$ cat config.mk
export PLATFORM = sky130hd
export DESIGN_NAME = hbio_bridge
export DESIGN_NICKNAME = d
export VERILOG_FILES = /design/src/rtl/hbio_pkg.sv /design/src/rtl/hbio_mode_reg.sv /design/src/rtl/hbio_decode.sv /design/src/rtl/hbio_irq_swizzle.sv /design/src/rtl/hbio_bridge.sv
export SDC_FILE = /design/constraint.sdc
export NUM_CORES = 1
export LEC_CHECK = 0
export BUFFER_PORTS_ARGS = -buffer_cell sky130_fd_sc_hd__buf_2
export CAP_MARGIN = 20
export CORE_AREA = 4 4 121 123
export CTS_CLUSTER_SIZE = 16
export DETAILED_ROUTE_END_ITERATION = 12
export DIE_AREA = 0 0 125 127
export PLACE_DENSITY = 0.72
export SYNTH_ARGS = -nofsm -noshare
export SYNTH_HDL_FRONTEND = slang
export SYNTH_SLANG_ARGS = --single-unit
$ cat constraint.sdc
create_clock -name clk_i -period 2.7 [get_ports clk_i]
set_input_delay 0.135 -clock clk_i [delete_from_list [all_inputs] [get_ports clk_i]]
set_output_delay 0.135 -clock clk_i [all_outputs]
set_load 0.01 [all_outputs]
$ cat src/rtl/hbio_pkg.sv
package hbio_pkg;
  typedef enum logic [1:0] {
    K_IO  = 2'd0,
    K_CFG = 2'd1,
    K_ACK = 2'd2,
    K_ERR = 2'd3
  } kind_e;

  typedef enum logic [1:0] {
    ST_IDLE = 2'd0,
    ST_IO   = 2'd1,
    ST_CFG  = 2'd2,
    ST_RESP = 2'd3
  } state_e;
endpackage

$ cat src/rtl/hbio_mode_reg.sv
module hbio_mode_reg #(
  parameter int          PORT_W    = 16,
  parameter logic [15:0] MODE_PORT = 16'h0850
) (
  input  logic              clk_i,
  input  logic              rst_ni,
  input  logic              sys_wr_i,
  input  logic [PORT_W-1:0] sys_port_i,
  input  logic [7:0]        sys_wdata_i,
  output logic              mode_o
);
  logic mode_q;
  logic hit;

  assign hit = sys_wr_i && (sys_port_i == MODE_PORT[PORT_W-1:0]);

  always_ff @(posedge clk_i or negedge rst_ni) begin
    if (!rst_ni)  mode_q <= 1'b0;
    else if (hit) mode_q <= sys_wdata_i[0];
  end

  assign mode_o = mode_q;

  assert_mode_load_R4: assert property (@(posedge clk_i) disable iff (!rst_ni)
    hit |=> mode_q == $past(sys_wdata_i[0]));
  assert_mode_hold_R4: assert property (@(posedge clk_i) disable iff (!rst_ni)
    !hit |=> $stable(mode_q));
endmodule

$ cat src/rtl/hbio_decode.sv
module hbio_decode
  import hbio_pkg::*;
#(
  parameter int          ADDR_W      = 32,
  parameter int          PORT_W      = 16,
  parameter int          OFS_W       = 5,
  parameter int          PAGE_LSB    = 12,
  parameter int          IO_SPAN_L2  = 23,
  parameter int          CFG_SPAN_L2 = 22,
  parameter logic [31:0] IO_BASE     = 32'h8000_0000,
  parameter logic [31:0] CFG_BASE    = 32'h8080_0000,
  parameter logic [31:0] ACK_ADDR    = 32'hBFFF_FFF0
) (
  input  logic [ADDR_W-1:0]      addr_i,
  input  logic [2:0]             size_i,
  input  logic                   we_i,
  input  logic                   mode_i,
  output kind_e                  kind_o,
  output logic [ADDR_W-1:0]      io_addr_o,
  output logic [CFG_SPAN_L2-1:0] cfg_off_o
);
  localparam int GRP_W = PORT_W - OFS_W;

  logic              size_ok;
  logic              in_io, in_cfg, in_ack;
  logic [PORT_W-1:0] port_flat, port_sparse, port;

  assign size_ok = (size_i == 3'd1) || (size_i == 3'd2) || (size_i == 3'd4);
  assign in_io   = (addr_i >> IO_SPAN_L2)  == (ADDR_W'(IO_BASE)  >> IO_SPAN_L2);
  assign in_cfg  = (addr_i >> CFG_SPAN_L2) == (ADDR_W'(CFG_BASE) >> CFG_SPAN_L2);
  assign in_ack  = addr_i == ADDR_W'(ACK_ADDR);

  assign port_flat   = addr_i[PORT_W-1:0];
  assign port_sparse = {addr_i[PAGE_LSB +: GRP_W], addr_i[OFS_W-1:0]};
  assign port        = mode_i ? port_sparse : port_flat;

  assign io_addr_o = ADDR_W'(IO_BASE) | ADDR_W'(port);
  assign cfg_off_o = addr_i[CFG_SPAN_L2-1:0];

  always_comb begin
    if (!size_ok)                                kind_o = K_ERR;
    else if (in_io)                              kind_o = K_IO;
    else if (in_cfg)                             kind_o = K_CFG;
    else if (in_ack && !we_i && size_i == 3'd1)  kind_o = K_ACK;
    else                                         kind_o = K_ERR;
  end
endmodule

$ cat src/rtl/hbio_irq_swizzle.sv
module hbio_irq_swizzle #(
  parameter int NUM_SLOTS = 4,
  parameter int NUM_PINS  = 4,
  parameter int NUM_LINES = 2
) (
  input  logic [NUM_SLOTS*NUM_PINS-1:0] pin_i,
  output logic [NUM_LINES-1:0]          line_o
);
  logic [NUM_LINES-1:0] part [NUM_SLOTS*NUM_PINS];

  for (genvar s = 0; s < NUM_SLOTS; s++) begin : g_slot
    for (genvar p = 0; p < NUM_PINS; p++) begin : g_pin
      localparam int IDX  = s * NUM_PINS + p;
      localparam int LINE = (p + s) % NUM_LINES;
      if (IDX == 0) begin : g_first
        always_comb begin
          part[IDX]       = '0;
          part[IDX][LINE] = pin_i[IDX];
        end
      end else begin : g_rest
        always_comb begin
          part[IDX]       = part[IDX-1];
          part[IDX][LINE] = part[IDX-1][LINE] | pin_i[IDX];
        end
      end
    end
  end

  assign line_o = part[NUM_SLOTS*NUM_PINS-1];

  always_comb begin
    assert_quiet_R12: assert (|pin_i || line_o == '0);
  end
endmodule

$ cat src/rtl/hbio_bridge.sv
module hbio_bridge
  import hbio_pkg::*;
#(
  parameter int          ADDR_W      = 32,
  parameter int          DATA_W      = 32,
  parameter int          PORT_W      = 16,
  parameter int          CFG_SPAN_L2 = 22,
  parameter int          VEC_W       = 8,
  parameter int          NUM_SLOTS   = 4,
  parameter int          NUM_PINS    = 4,
  parameter int          NUM_LINES   = 2,
  parameter logic [15:0] MODE_PORT   = 16'h0850
) (
  input  logic                          clk_i,
  input  logic                          rst_ni,
  input  logic                          cpu_valid_i,
  output logic                          cpu_ready_o,
  input  logic [ADDR_W-1:0]             cpu_addr_i,
  input  logic [2:0]                    cpu_size_i,
  input  logic                          cpu_we_i,
  input  logic [DATA_W-1:0]             cpu_wdata_i,
  output logic                          cpu_resp_o,
  output logic                          cpu_err_o,
  output logic [DATA_W-1:0]             cpu_rdata_o,
  output logic                          io_valid_o,
  input  logic                          io_ready_i,
  output logic [ADDR_W-1:0]             io_addr_o,
  input  logic [DATA_W-1:0]             io_rdata_i,
  output logic                          cfg_valid_o,
  input  logic                          cfg_ready_i,
  output logic [CFG_SPAN_L2-1:0]        cfg_addr_o,
  input  logic [DATA_W-1:0]             cfg_rdata_i,
  output logic [2:0]                    dn_size_o,
  output logic                          dn_we_o,
  output logic [DATA_W-1:0]             dn_wdata_o,
  input  logic [VEC_W-1:0]              intack_vec_i,
  output logic                          intack_ack_o,
  input  logic                          sys_wr_i,
  input  logic [PORT_W-1:0]             sys_port_i,
  input  logic [7:0]                    sys_wdata_i,
  input  logic [NUM_SLOTS*NUM_PINS-1:0] pci_int_i,
  output logic [NUM_LINES-1:0]          irq_o
);
  logic                   mode;
  kind_e                  kind;
  logic [ADDR_W-1:0]      xl_addr;
  logic [CFG_SPAN_L2-1:0] xl_cfg;
  state_e                 state_q;
  logic [ADDR_W-1:0]      io_addr_q;
  logic [CFG_SPAN_L2-1:0] cfg_off_q;
  logic [2:0]             size_q;
  logic                   we_q, err_q, ack_q;
  logic [DATA_W-1:0]      wdata_q, rdata_q;
  logic                   accept;

  hbio_mode_reg #(.PORT_W(PORT_W), .MODE_PORT(MODE_PORT)) u_mode (
    .clk_i, .rst_ni, .sys_wr_i, .sys_port_i, .sys_wdata_i, .mode_o(mode)
  );

  hbio_decode #(.ADDR_W(ADDR_W), .PORT_W(PORT_W), .CFG_SPAN_L2(CFG_SPAN_L2)) u_dec (
    .addr_i(cpu_addr_i), .size_i(cpu_size_i), .we_i(cpu_we_i), .mode_i(mode),
    .kind_o(kind), .io_addr_o(xl_addr), .cfg_off_o(xl_cfg)
  );

  hbio_irq_swizzle #(.NUM_SLOTS(NUM_SLOTS), .NUM_PINS(NUM_PINS),
                     .NUM_LINES(NUM_LINES)) u_swz (
    .pin_i(pci_int_i), .line_o(irq_o)
  );

  function automatic logic [DATA_W-1:0] lane_mask(input logic [DATA_W-1:0] d,
                                                  input logic [2:0] sz);
    logic [DATA_W-1:0] m;
    m = '0;
    for (int b = 0; b < DATA_W/8; b++)
      if (b < int'(sz)) m[b*8 +: 8] = 8'hFF;
    return d & m;
  endfunction

  assign accept = cpu_valid_i && (state_q == ST_IDLE);

  always_ff @(posedge clk_i or negedge rst_ni) begin
    if (!rst_ni) begin
      state_q   <= ST_IDLE;
      io_addr_q <= '0;
      cfg_off_q <= '0;
      size_q    <= '0;
      we_q      <= 1'b0;
      wdata_q   <= '0;
      rdata_q   <= '0;
      err_q     <= 1'b0;
      ack_q     <= 1'b0;
    end else begin
      unique case (state_q)
        ST_IDLE: if (accept) begin
          size_q  <= cpu_size_i;
          we_q    <= cpu_we_i;
          wdata_q <= cpu_wdata_i;
          err_q   <= 1'b0;
          rdata_q <= '0;
          unique case (kind)
            K_IO:  begin io_addr_q <= xl_addr; state_q <= ST_IO;  end
            K_CFG: begin cfg_off_q <= xl_cfg;  state_q <= ST_CFG; end
            K_ACK: begin
              rdata_q <= DATA_W'(intack_vec_i);
              ack_q   <= 1'b1;
              state_q <= ST_RESP;
            end
            default: begin err_q <= 1'b1; state_q <= ST_RESP; end
          endcase
        end
        ST_IO: if (io_ready_i) begin
          rdata_q <= we_q ? '0 : lane_mask(io_rdata_i, size_q);
          state_q <= ST_RESP;
        end
        ST_CFG: if (cfg_ready_i) begin
          rdata_q <= we_q ? '0 : lane_mask(cfg_rdata_i, size_q);
          state_q <= ST_RESP;
        end
        default: begin
          ack_q   <= 1'b0;
          state_q <= ST_IDLE;
        end
      endcase
    end
  end

  assign cpu_ready_o  = state_q == ST_IDLE;
  assign cpu_resp_o   = state_q == ST_RESP;
  assign cpu_err_o    = cpu_resp_o && err_q;
  assign cpu_rdata_o  = rdata_q;
  assign io_valid_o   = state_q == ST_IO;
  assign io_addr_o    = io_addr_q;
  assign cfg_valid_o  = state_q == ST_CFG;
  assign cfg_addr_o   = cfg_off_q;
  assign dn_size_o    = size_q;
  assign dn_we_o      = we_q;
  assign dn_wdata_o   = wdata_q;
  assign intack_ack_o = cpu_resp_o && ack_q;

  assert_one_phase_R11: assert property (@(posedge clk_i) disable iff (!rst_ni)
    $onehot0({io_valid_o, cfg_valid_o, cpu_resp_o, cpu_ready_o}));
  assert_io_hold_R11: assert property (@(posedge clk_i) disable iff (!rst_ni)
    io_valid_o && !io_ready_i |=> io_valid_o && $stable(io_addr_o) && $stable(dn_wdata_o));
  assert_cfg_hold_R11: assert property (@(posedge clk_i) disable iff (!rst_ni)
    cfg_valid_o && !cfg_ready_i |=> cfg_valid_o && $stable(cfg_addr_o));
  assert_io_resp_R11: assert property (@(posedge clk_i) disable iff (!rst_ni)
    io_valid_o && io_ready_i |=> cpu_resp_o && !io_valid_o);
  assert_bad_size_R6: assert property (@(posedge clk_i) disable iff (!rst_ni)
    cpu_valid_i && cpu_ready_o &&
    !(cpu_size_i == 3'd1 || cpu_size_i == 3'd2 || cpu_size_i == 3'd4)
    |=> cpu_resp_o && cpu_err_o && !io_valid_o && !cfg_valid_o);
  assert_io_base_R2: assert property (@(posedge clk_i) disable iff (!rst_ni)
    io_valid_o |-> io_addr_o[ADDR_W-1:PORT_W] == (ADDR_W-PORT_W)'(32'h8000_0000 >> PORT_W));
  assert_ack_read_R9: assert property (@(posedge clk_i) disable iff (!rst_ni)
    intack_ack_o |-> cpu_resp_o && !cpu_err_o && !dn_we_o);
endmodule

==> results of run 1 <==
layout make-up:
type	count	area share (%)
inverters	12	0.631
clock inverters	4	0.754
multi-input cells	275	30.5
clock buffers	11	3.54
flip-flops and latches	112	39.3
repair buffers	305	22.2
well taps	180	3.16
worst max-delay path: stages (launching register included):
cell     delay (ps)
dfrtp_1         410
inv_1            90
ha_1            260
nand2_1         160
or3_4           450
nor2_8          300
mux2_2          370
stage by stage:
stage / power (mW) / util, %
floorplan: 3.91 / -
global placement: 4.84 / 49.7
detailed placement: 4.94 / 49.7
CTS: 6.31 / 52.1
global route: 6.66 / 52.2
finish: 6.20 / 52.2
flip-flops by register name, indices dropped and copies added (netlist names):
| register | cells |
|---|---|
| dn_we_o | 1 |
| err_q | 1 |
| cpu_rdata_o | 32 |
| dn_size_o | 3 |
| cfg_addr_o | 22 |
| state_q | 2 |
| u_mode.mode_o | 1 |
| dn_wdata_o | 32 |
| ack_q | 1 |
| io_addr_o | 17 |
cell usage in the layout (no fill, tap or decap), types with 2 or more instances in the layout:
master         instances
nor4_2                 2
conb_1                15
clkbuf_16              9
ha_1                   4
buf_4                  8
nand2_1               34
clkbuf_8               2
and2_1                 4
mux2_2                69
mux2_1                17
buf_2                292
dlygate4sd3_1          4
nand4_1                3
nor3_1                10
dfrtp_1              112
nor4_1                 7
clkinvlp_4             2
nand2b_1               3
o21ai_1               10
a21oi_1                9
inv_1                 12
nand4b_1               5
nand4bb_1              2
a22oi_1               32
nand3_1                3
o211ai_1               2
o21ai_0                2
o21bai_1               2
o31ai_1               25
worst paths after layout:
path / cells past startpoint / to / startpoint / slack [ps]
min: 2 / dn_wdata_o[10]$_DFFE_PN0P_ / cpu_wdata_i[10] / 20
min reg2reg: 2 / cpu_rdata_o[28]$_DFFE_PN0P_ / cpu_rdata_o[28]$_DFFE_PN0P_ / 470
max: 6 / io_addr_o[9]$_DFFE_PN0P_ / state_q[0]$_DFFE_PN0P_ / 530
max in group asynchronous: 3 / dn_wdata_o[7]$_DFFE_PN0P_ / rst_ni / 1720
max reg2reg: 6 / io_addr_o[9]$_DFFE_PN0P_ / state_q[0]$_DFFE_PN0P_ / 530
min in group asynchronous: 2 / cfg_addr_o[4]$_DFFE_PN0P_ / rst_ni / 250
report_power, final:
part	switching, mW	internal, mW
clock network	0.573	0.766
registers	0.257	2.14
logic	1.42	1.04
total	2.25	3.95
kinds of logic after synthesis:
| group | share of synthesized area, % |
|---|---|
| simple gates | 9.66 |
| flops | 54.0 |
| fa+ha+maj | 0.964 |
| compound gates | 11.3 |
| buf+inv | 5.16 |
| other cells | 0.0722 |
| xor+xnor | 0.169 |
| mux | 18.7 |
layer usage:
metal  up-vias  routed length, um
li1       2116                  -
met1      2129               5670
met2       216               7250
met3        18               1350
met4         0                284
met5         -                  0
==> results.cfg, run 1 <==
[detailed_routing]
wl_per_cell_um = 16.2
dr.pass1.iters = 4
drt_iter0_drc = 173
drc = 0
vias = 4479
antenna_left = 0
viasPerCell = 4.98
wl_um = 14600

[grt]
grtUsageMet2_pct = 31.1
grt_pass1_vias = 4599
grt_pass1_wl_um = 23500
grt_use_met1_pct = 22.0
antenna_found_initial = 0
grt_max_degree = 65
grt-ovfl-total = 0
grt_usage_pct = 18.3
grt-busiest-layer = met2
grt_use_met3_pct = 5.48

[yosys]
avgSynthCellArea_um2 = 12.2
synth_top_area_share_pct = 54.0
synthTopCellsByCount = 112 x dfrtp_1, 69 x mux2_2, 34 x nand2_1
ys_async_sr_fraction_pct = 100
syn_inst = 425
yosysTopAreaCell = dfrtp_1
synth_warnings = 0
yosysMostFrequentCell = dfrtp_1
synth_edf_count = 0
ys.flop_type = dfrtp_1
ys_ff_latch = 112
synth.distinct_cells = 43
synth-seq-area-share_pct = 54.0
synth_area_leaders = dfrtp_1 54%, mux2_2 15%, a22oi_1 4.6%
synth_area_mm2 = 0.00519

[floorplanning]
io_pins = 316
core_mm2 = 0.0137
die_h_um = 127
start_util_pct = 38.0
num_rows = 43
die_w_um = 125
dieArea_mm2 = 0.0159

[cts]
ctsHoldBuffers = 3
cts_tree = yes
h-tree-depth = 3
worstSkewPairLatency_ps = 340
clkSinkCount = 112
clock-root-buffer = clkbuf_16
clkTransAtPathRegs_ps = 70
cts_setup_buffers = 0
cts_buffer_depth = 2
cts_made_buffers = 9
cts_resized = 0

[cells_and_area]
multiInputGateArea_mm2 = 0.00217
n_antenna_cell = 0
post_route_cells_drive_above_1_share_pct = 54.5
regArea_mm2 = 0.00280
areaGrowthSynthToFinish_pct = 37.4
postLayoutCellArea_mm2 = 0.00713
num-fill-cells = 1202
stdcell_count = 899
nNetsFinal = 905

[placement]
dp.cells = 880
gp_congestion = 0.823
io_buffers = 293
dpl-instance-area_mm2 = 0.00679
post-place-ws_ps = 531
hpwl_um = 11700

[timing]
relSlewSlack_pct = 31.3
maxClockFrequency_mhz = 461
worst_pin_slew_ps = 1020
fin_crit_sh_pct = 80.4
skew_ps = 9.83
setup_tns_ps = 0
setup_viol = 0
whs_ps = 22.9
hold_viol = 0
slew_viol_final = 0
worst_slack_ps = 530
rsz0062_at_grt = no
fin_crit_ps = 2170

[setup_path]
critPathArrivalTime_ps = 2400
start_kind = flip-flop
setup.worst_path.class = reg2reg
critPathMaxFanout = 17
worst-endpoint-required_ps = 2930
crit_path_end_kind = flip-flop

[run_status]
status = finished clean

[power_and_ir_drop]
peakVddDrop_mv = 0.408
power.density_mw_per_mm2 = 869
p_leak_nw = 3.79

[hold_path]
min_path_type = in2reg

[flow_run]
maxCapViolCount = 0
(Power assumes the default switching activity.)
==> run 2: changes to the inputs <==
- clock period: 2.7 -> 2.3 ns (I/O delays scaled with it)
==> results.cfg, run 2 (same netlist as run 1, synthesis figures left out) <==
[timing]
skew_ps = 8.72
maxClockFrequency_mhz = 488
slew_viol_final = 0
rsz0062_at_grt = no
worst_slack_ps = 250
setup_tns_ps = 0
setup_viol = 0
fin_crit_sh_pct = 89.1
worst_pin_slew_ps = 692
relSlewSlack_pct = 53.8
hold_viol = 0
fin_crit_ps = 2050

[floorplanning]
start_util_pct = 38.0
io_pins = 316
die_w_um = 125
dieArea_mm2 = 0.0159
num_rows = 43
core_mm2 = 0.0137
die_h_um = 127

[grt]
antenna_found_initial = 0
grt-ovfl-total = 0
grt_pass1_wl_um = 24700
grt_usage_pct = 19.2
grt_max_degree = 65
grt_pass1_vias = 4883

[cells_and_area]
n_antenna_cell = 0
post_route_cells_drive_above_1_share_pct = 52.3
nNetsFinal = 939
postLayoutCellArea_mm2 = 0.00748
areaGrowthSynthToFinish_pct = 44.2
final_core_util_pct = 54.8
layout_commonest_cell = buf_2
final_cell_mix = 293 x buf_2, 112 x dfrtp_1, 69 x mux2_2

[cts]
cts_buffer_depth = 2
worstSkewPairLatency_ps = 340
h-tree-depth = 3
clock-root-buffer = clkbuf_16
cts_setup_buffers = 0
cts_made_buffers = 9
cts_tree = yes
clkSinkCount = 112
clkTransAtPathRegs_ps = 70

[power_and_ir_drop]
finalPower_mw = 7.42
p_leak_nw = 3.93
peakVddDrop_mv = 0.533
power.density_mw_per_mm2 = 992

[placement]
io_buffers = 293
hpwl_um = 11700
dpl-instance-area_mm2 = 0.00681
post-place-ws_ps = 250
gp_congestion = 0.818

[detailed_routing]
drc = 0
vias = 4627
wl_um = 15400
wl_per_cell_um = 16.5
viasPerCell = 4.96
antenna_left = 0
dr.pass1.iters = 4
drt_iter0_drc = 205

[setup_path]
reg2reg_depth = 6
critPathMaxFanout = 17
crit_path_end_kind = flip-flop
slowest_delay_ps = 450
path_depth = 6
start_kind = flip-flop
setup.worst_path.class = reg2reg
crit_slowest_cell = or3_4
crit_chain = inv_1 -> ha_1 -> nand2_1 -> or3_4 -> nor2_8 -> mux2_1
critPathArrivalTime_ps = 2280
worst-endpoint-required_ps = 2530
critPathBufInv = 1
cp_top_family = simple AND/OR/NAND/NOR gates

[hold_path]
min_path_type = in2reg
hold_depth = 3

[run_status]
status = finished clean

[flow_run]
maxCapViolCount = 0
-- run 2: cell types whose count changed in the layout (fill, tap and decap cells not counted) --
cell	delta
dlygate4sd3_1	+32
buf_4	-1
buf_12	+1
buf_6	+1
buf_2	+1
-- run 2: layout make-up --
class                   count  area (um2)
inverters                  12        45.0
clock buffers              11         253
repair buffers            339        1930
flip-flops and latches    112        2800
well taps                 180         225
clock inverters             4        53.8
fillers                  1167        6180
multi-input cells         275        2170
-- run 2: path summary, 6_finish.rpt --
path | start | to | slack [ps]
setup / recovery | state_q[1]$_DFFE_PN0P_ | io_addr_o[14]$_DFFE_PN0P_ | 250
hold / removal | intack_vec_i[2] | cpu_rdata_o[2]$_DFFE_PN0P_ | 20
setup reg to reg | state_q[1]$_DFFE_PN0P_ | io_addr_o[14]$_DFFE_PN0P_ | 250
hold reg to reg | cpu_rdata_o[28]$_DFFE_PN0P_ | cpu_rdata_o[28]$_DFFE_PN0P_ | 470
max in group asynchronous | rst_ni | dn_wdata_o[9]$_DFFE_PN0P_ | 1310
min in group asynchronous | rst_ni | cfg_addr_o[4]$_DFFE_PN0P_ | 240
-- run 2: metal layers --
metal | track usage, % | wire, um | vias up
met2 | 33.7 | 7740 | 223
li1 | - | - | 2171
met5 | 0 | 0 | -
met4 | 7.08 | 284 | 0
met1 | 22.6 | 6060 | 2211
met3 | 5.23 | 1280 | 22
-- run 2: worst min-delay path, delay by kind of cell --
family | cells | cell delay, ps
buffers and inverters | 2 | 150
AOI/OAI and AO/OA | 1 | 60
-- run 2: timing repair --
action,4_1_cts,5_1_grt
hold buffers,36,0
setup endpoints to repair,0,2
endpoints found under the hold margin,62,0
gates resized for setup,0,1
-- run 2: per-stage QoR --
step / hold WS [ps] / std cells
floorplan: -181 / 439
global placement: 61.8 / 881
detailed placement: 66.4 / 881
CTS: 0.317 / 932
global route: 11.6 / 933
finish: 19.4 / 933
-- run 2: power by group --
| group | switching, mW | internal, mW |
|---|---|---|
| Combinational | 1.72 | 1.30 |
| Clock | 0.682 | 0.900 |
| Sequential | 0.311 | 2.52 |
